===== src/rtl/asram_pkg.sv =====
`timescale 1ns/1ps
package asram_pkg;

    localparam int TIM_W = 4;

    typedef enum logic [2:0] {
        PH_IDLE   = 3'd0,
        PH_TURN   = 3'd1,
        PH_SETUP  = 3'd2,
        PH_STROBE = 3'd3,
        PH_HOLD   = 3'd4
    } phase_e;

    typedef struct packed {
        logic [TIM_W-1:0] setup;
        logic [TIM_W-1:0] strobe;
        logic [TIM_W-1:0] hold;
    } phase_tim_t;

    typedef struct packed {
        logic [TIM_W-1:0] turn;
        phase_tim_t       wr;
        phase_tim_t       rd;
    } asram_cfg_t;

    localparam int CFG_W = $bits(asram_cfg_t);
    localparam asram_cfg_t CFG_RESET = '1;

    function automatic logic in_access(phase_e p);
        return (p == PH_SETUP) || (p == PH_STROBE) || (p == PH_HOLD);
    endfunction

    function automatic phase_tim_t pick_tim(asram_cfg_t c, logic wr);
        return wr ? c.wr : c.rd;
    endfunction

endpackage


===== src/rtl/asram_cfg_reg.sv =====
`timescale 1ns/1ps
module asram_cfg_reg
    import asram_pkg::*;
(
    input  logic             clk,
    input  logic             rst,
    input  logic             cfg_wr,
    input  logic [CFG_W-1:0] cfg_data,
    output asram_cfg_t       cfg_q
);

    always_ff @(posedge clk) begin
        if (rst) begin
            cfg_q <= CFG_RESET;
        end else if (cfg_wr) begin
            cfg_q <= asram_cfg_t'(cfg_data);
        end
    end

endmodule


===== src/rtl/asram_seq.sv =====
`timescale 1ns/1ps
module asram_seq
    import asram_pkg::*;
(
    input  logic       clk,
    input  logic       rst,
    input  logic       start,
    input  logic       start_wr,
    input  asram_cfg_t cfg,
    output phase_e     phase,
    output logic       is_wr,
    output logic       strobe_end,
    output logic       hold_end
);

    logic [TIM_W-1:0] cnt;
    phase_tim_t       tim_q;
    phase_tim_t       sel_tim;
    logic             last_rd;
    logic             need_turn;
    logic             cnt_zero;

    assign sel_tim    = pick_tim(cfg, start_wr);
    assign need_turn  = start_wr && last_rd;
    assign cnt_zero   = (cnt == '0);
    assign strobe_end = (phase == PH_STROBE) && cnt_zero;
    assign hold_end   = (phase == PH_HOLD) && cnt_zero;

    always_ff @(posedge clk) begin
        if (rst) begin
            phase   <= PH_IDLE;
            cnt     <= '0;
            tim_q   <= '0;
            is_wr   <= 1'b0;
            last_rd <= 1'b0;
        end else begin
            case (phase)
                PH_IDLE: begin
                    if (start) begin
                        is_wr <= start_wr;
                        tim_q <= sel_tim;
                        if (need_turn) begin
                            phase <= PH_TURN;
                            cnt   <= cfg.turn;
                        end else begin
                            phase <= PH_SETUP;
                            cnt   <= sel_tim.setup;
                        end
                    end
                end
                PH_TURN: begin
                    if (cnt_zero) begin
                        phase <= PH_SETUP;
                        cnt   <= tim_q.setup;
                    end else begin
                        cnt <= cnt - 1'b1;
                    end
                end
                PH_SETUP: begin
                    if (cnt_zero) begin
                        phase <= PH_STROBE;
                        cnt   <= tim_q.strobe;
                    end else begin
                        cnt <= cnt - 1'b1;
                    end
                end
                PH_STROBE: begin
                    if (cnt_zero) begin
                        phase <= PH_HOLD;
                        cnt   <= tim_q.hold;
                    end else begin
                        cnt <= cnt - 1'b1;
                    end
                end
                PH_HOLD: begin
                    if (cnt_zero) begin
                        phase   <= PH_IDLE;
                        last_rd <= !is_wr;
                    end else begin
                        cnt <= cnt - 1'b1;
                    end
                end
                default: phase <= PH_IDLE;
            endcase
        end
    end

endmodule


===== src/rtl/asram_pins.sv =====
`timescale 1ns/1ps
module asram_pins
    import asram_pkg::*;
#(
    parameter int ADDR_W = 16,
    parameter int DATA_W = 16
) (
    input  logic              clk,
    input  logic              rst,
    input  logic              start,
    input  logic [ADDR_W-1:0] req_addr,
    input  logic [DATA_W-1:0] req_wdata,
    input  phase_e            phase,
    input  logic              is_wr,
    input  logic              strobe_end,
    input  logic              hold_end,
    input  logic [DATA_W-1:0] dq_in,
    output logic [ADDR_W-1:0] mem_addr,
    output logic              ce_n,
    output logic              oe_n,
    output logic              we_n,
    output logic [DATA_W-1:0] dq_out,
    output logic              dq_oe,
    output logic              rsp_valid,
    output logic [DATA_W-1:0] rsp_rdata
);

    logic [ADDR_W-1:0] addr_q;
    logic [DATA_W-1:0] wdata_q;
    logic              active;
    logic              strobing;

    assign active   = in_access(phase);
    assign strobing = (phase == PH_STROBE);

    always_ff @(posedge clk) begin
        if (rst) begin
            addr_q    <= '0;
            wdata_q   <= '0;
            rsp_rdata <= '0;
            rsp_valid <= 1'b0;
        end else begin
            if (start) begin
                addr_q  <= req_addr;
                wdata_q <= req_wdata;
            end
            if (strobe_end && !is_wr) begin
                rsp_rdata <= dq_in;
            end
            rsp_valid <= hold_end && !is_wr;
        end
    end

    assign mem_addr = addr_q;
    assign ce_n     = !active;
    assign oe_n     = !(strobing && !is_wr);
    assign we_n     = !(strobing && is_wr);
    assign dq_oe    = active && is_wr;
    assign dq_out   = wdata_q;

endmodule


===== src/rtl/asram_ctrl.sv =====
`timescale 1ns/1ps
module asram_ctrl
    import asram_pkg::*;
#(
    parameter int ADDR_W = 16,
    parameter int DATA_W = 16
) (
    input  logic              clk,
    input  logic              rst,
    input  logic              cfg_wr,
    input  logic [CFG_W-1:0]  cfg_data,
    input  logic              req_valid,
    output logic              req_ready,
    input  logic              req_write,
    input  logic [ADDR_W-1:0] req_addr,
    input  logic [DATA_W-1:0] req_wdata,
    output logic              rsp_valid,
    output logic [DATA_W-1:0] rsp_rdata,
    output logic [ADDR_W-1:0] mem_addr,
    output logic              mem_ce_n,
    output logic              mem_oe_n,
    output logic              mem_we_n,
    output logic [DATA_W-1:0] mem_dq_out,
    output logic              mem_dq_oe,
    input  logic [DATA_W-1:0] mem_dq_in
);

    asram_cfg_t cfg_q;
    phase_e     phase;
    logic       is_wr;
    logic       strobe_end;
    logic       hold_end;
    logic       start;

    assign req_ready = (phase == PH_IDLE);
    assign start     = req_valid && req_ready;

    asram_cfg_reg u_cfg (
        .clk      (clk),
        .rst      (rst),
        .cfg_wr   (cfg_wr),
        .cfg_data (cfg_data),
        .cfg_q    (cfg_q)
    );

    asram_seq u_seq (
        .clk        (clk),
        .rst        (rst),
        .start      (start),
        .start_wr   (req_write),
        .cfg        (cfg_q),
        .phase      (phase),
        .is_wr      (is_wr),
        .strobe_end (strobe_end),
        .hold_end   (hold_end)
    );

    asram_pins #(.ADDR_W(ADDR_W), .DATA_W(DATA_W)) u_pins (
        .clk        (clk),
        .rst        (rst),
        .start      (start),
        .req_addr   (req_addr),
        .req_wdata  (req_wdata),
        .phase      (phase),
        .is_wr      (is_wr),
        .strobe_end (strobe_end),
        .hold_end   (hold_end),
        .dq_in      (mem_dq_in),
        .mem_addr   (mem_addr),
        .ce_n       (mem_ce_n),
        .oe_n       (mem_oe_n),
        .we_n       (mem_we_n),
        .dq_out     (mem_dq_out),
        .dq_oe      (mem_dq_oe),
        .rsp_valid  (rsp_valid),
        .rsp_rdata  (rsp_rdata)
    );

endmodule


===== config.mk =====
export PLATFORM = sky130hd
export DESIGN_NAME = asram_ctrl
export DESIGN_NICKNAME = d
export VERILOG_FILES = /design/src/rtl/asram_pkg.sv /design/src/rtl/asram_cfg_reg.sv /design/src/rtl/asram_seq.sv /design/src/rtl/asram_pins.sv /design/src/rtl/asram_ctrl.sv
export SDC_FILE = /design/constraint.sdc
export NUM_CORES = 1
export LEC_CHECK = 0
export ABC_AREA = 1
export BUFFER_PORTS_ARGS = -buffer_cell sky130_fd_sc_hd__buf_2
export CORE_ASPECT_RATIO = 1.75
export CORE_MARGIN = 3
export CORE_UTILIZATION = 45
export CTS_CLUSTER_SIZE = 30
export DETAILED_ROUTE_END_ITERATION = 6
export GPL_ROUTABILITY_DRIVEN = 1
export GPL_TIMING_DRIVEN = 0
export HOLD_SLACK_MARGIN = 0.05
export PLACE_DENSITY = 0.75
export SETUP_SLACK_MARGIN = 0.4
export SLEW_MARGIN = 0
export SYNTH_ARGS = -nofsm -noshare
export SYNTH_HDL_FRONTEND = slang
export SYNTH_SLANG_ARGS = --single-unit
export TNS_END_PERCENT = 30

===== constraint.sdc =====
create_clock -name clk -period 1.5 [get_ports clk]
set_input_delay 0.15 -clock clk [delete_from_list [all_inputs] [get_ports clk]]
set_output_delay 0.15 -clock clk [all_outputs]
set_load 0.05 [all_outputs]

==> run_results.csv <==
group,metric,value,unit
run_status,status,"completed",
yosys,synth.top_cell.area_share,48.3,%
global_route,grt_start_max_net_pins,15,
floorplan,die_h,132,um
yosys,ys_top_cells_by_area,"dfxtp_1, nand2_1, a21oi_1, nand3_1, o21ai_0",
global_route,grt-ovfl-total,0,
yosys,synth.top_cells.by_count,"nand2_1, dfxtp_1, a21oi_1",
placement,numPortBuffers,131,
placement,gp_congestion,0.947,
power,p_switching,4660,uW
setup_path,start_kind,"flop",
setup_path,worstSetupEndpointType,"flop",
timing,worst_pin_slew,900,ps
setup_path,worstSetupPathType,"reg -> reg",
drt,dr.pass1.iters,5,
setup_path,critPathArrivalTime,1770,ps
floorplan,start_util,46.6,%
power,max-vdd-ir-drop,0.992,mV
power,p_int,6610,uW
setup_path,cp.required,1770,ps
floorplan,die_x,77.8,um
clocking,cts_buffers,9,
finish,areaGrowthSynthToFinish,68.9,%
timing,finalCritPeriodShare,99.5,%
finish,drive_above_1_share,45.4,%
placement,hpwl,8.34,mm
yosys,seq_area_frac_synth,48.3,%
power,switching_share,41.4,%
yosys,synth.most_common_cell,"nand2_1",
yosys,synth_cell_types,28,
drt,drt-initial-drc-count,308,
power,comb_power_share,51.3,%
placement,dpl_worst_slack,-124,ps
finish,antenna_cells,0,
drt,ant_nets,0,
global_route,grt_use_total,24.5,%
drt,wire_per_inst,16.7,um
setup_path,path_buf_inv,4,
setup_path,path_cells,"inv_2 -> ha_4 -> nand2_4 -> inv_4 -> nand2_4 -> nor2_8 -> buf_6 -> buf_6 -> o21ai_1 -> nor2_1",
timing,fin_ws,7.50,ps
floorplan,core-area,0.00873,mm^2
power,p_leak,0.00300,uW
clocking,cts.root.buffer_cell,"clkbuf_16",
yosys,synth_warnings,0,
power,p_seq_share,29.6,%
yosys,synth_flop_cell,"dfxtp_1",
timing,setup_violations,0,
timing,fmax,670,MHz
finish,fin_cells,886,
yosys,synth_area,0.00406,mm^2
timing,slew-limit-headroom,40.0,%
power,clock_power_share,19.1,%
setup_path,crit_path_max_fanout,5,
setup_path,critPathSlowestCell,"dfxtp_2",
min_path,hp-class,"in -> reg",
setup_path,crit_path_max_incr_delay,320,ps
drt,drc_errors,0,
timing,hold_viol,0,
clocking,h-tree-depth,3,
floorplan,die_area,0.0102,mm^2
timing,period_needed,1490,ps
yosys,syn_inst,549,
clocking,cts.sink_count,98,
yosys,synth_seq_cells,98,
power,finalPower,11300,uW
clocking,cts_tree,"yes",
finish,final_nets,850,
clocking,cts_buffer_depth,2,
yosys,async_flop_share,0,%
floorplan,row_count,45,
timing,rsz0062_at_grt,"yes",
job,max-cap-violations,0,
timing,skew,7.06,ps
placement,dpl.cell_count,797,
clocking,clkLatencyLatePin,350,ps
floorplan,ioPinCount,135,
yosys,synth_edf_count,0,
finish,final_util,78.6,%
global_route,grt_antenna_before_repair,0,
global_route,grt_pass1_vias,4304,
yosys,avgSynthCellArea,7.40,um^2
drt,wl,14.8,mm
global_route,grt_pass1_wl,20.2,mm
drt,num_vias,4742,
clocking,clkTransAtPathRegs,60,ps
timing,drv_slew,0,
drt,post_drt_via_cell_ratio,5.35,
setup_path,path_delay_family,"buffers and inverters",
timing,fin_setup_tns,0,ps
yosys,netlist.top_cell.by_area,"dfxtp_1",
yosys,syn_nets,632,
power,p_per_area,1640,mW/mm^2
-- registers in the layout (all words and copies together) (netlist names) --
name,cells
u_pins.rsp_rdata,16
u_seq.is_wr,1
u_seq.phase,3
u_pins.mem_addr,16
u_seq.tim_q,12
u_cfg.cfg_q,28
u_pins.dq_out,16
u_pins.rsp_valid,1
u_seq.last_rd,1
u_seq.cnt,4
-- stage by stage --
| step | hold slack, ps | cell area, um^2 |
|---|---|---|
| finish | 44.9 | 6860 |
| global route | 59.2 | 6860 |
| CTS | 55.3 | 6000 |
| detailed placement | 359 | 4950 |
| global placement | 357 | 4950 |
| floorplan | 272 | 4150 |
-- power by group through the flow --
stage               registers (uW)  logic, uW  clock network (uW)
finish                        3330       5780                2160
global route                  3370       6090                2270
CTS                           3280       4270                2140
detailed placement            3310       3510                   0
global placement              3300       3460                   0
floorplan                     3960       2020                   0
-- cell usage in the layout (no fill, tap or decap), types with 5 or more instances in the layout --
| master | n |
|---|---|
| buf_6 | 19 |
| nand2_4 | 5 |
| nand3_4 | 11 |
| dlygate4sd3_1 | 41 |
| buf_4 | 33 |
| inv_4 | 6 |
| o21ai_0 | 36 |
| inv_1 | 25 |
| nor2_1 | 34 |
| clkbuf_1 | 19 |
| buf_8 | 9 |
| buf_2 | 91 |
| nand2_1 | 96 |
| nand3_1 | 32 |
| dfxtp_1 | 92 |
| o21ai_2 | 13 |
| clkbuf_16 | 12 |
| clkbuf_4 | 23 |
| a21oi_2 | 37 |
| a21oi_1 | 26 |
| nor2_2 | 15 |
| nand2_2 | 15 |
| nor2_4 | 11 |
| o21ai_1 | 7 |
| nand3_2 | 19 |
-- final timing paths --
kind                                 startpoint                  end  slack (ps)  depth (start not counted)
worst max-delay path               u_seq.cnt[0]  u_pins.rsp_rdata[9]           7                         10
worst min-delay path               mem_dq_in[5]  u_pins.rsp_rdata[5]          40                          3
worst max register to register     u_seq.cnt[0]  u_pins.rsp_rdata[9]           7                         10
worst min register to register  u_cfg.cfg_q[10]      u_cfg.cfg_q[10]         450                          2
-- repair_timing --
item,4_1_cts,5_1_grt
pin swaps,14,59
hold buffers,41,0
cloned,2,4
buffers inserted,22,7
setup endpoints to repair,93,130
hold endpoints to repair,41,0
gates resized for setup,56,218
-- worst reg2reg max path, cell delays in order (launching register included) --
cell and delay (ps):
dfxtp_2 320, inv_2 90, ha_4 150, nand2_4 80, inv_4 90, nand2_4 80, nor2_8 150, buf_6 140
buf_6 130, o21ai_1 70, nor2_1 140
-- kinds of logic after synthesis --
family	Yosys count	synth area share, %
buffers and inverters	73	7.64
and+or+nand+nor	245	26.6
AOI/OAI and AO/OA	130	16.7
adders and majority gates	2	0.616
DFF	98	48.3
xor gates and xnor gates	1	0.216
-- cell type report --
cell class,count,area (um^2)
fillers,564,1870
plain buffers,36,268
repair buffers,207,1610
flip-flops and latches,98,1980
inverters,37,164
clock buffers,11,253
well taps,117,146
clock inverters,2,15.0
multi-input cells,378,2430
-- layer usage --
layer  part of all wire (%)  track usage [%]  wire length [um]
met1                     36             25.5              5340
met3                    4.8             4.25               717
met4                    3.8             11.7               564
met2                     55             45.7              8180
met5                      0                0                 0
Note: power is estimated with default switching activity, not from simulation.
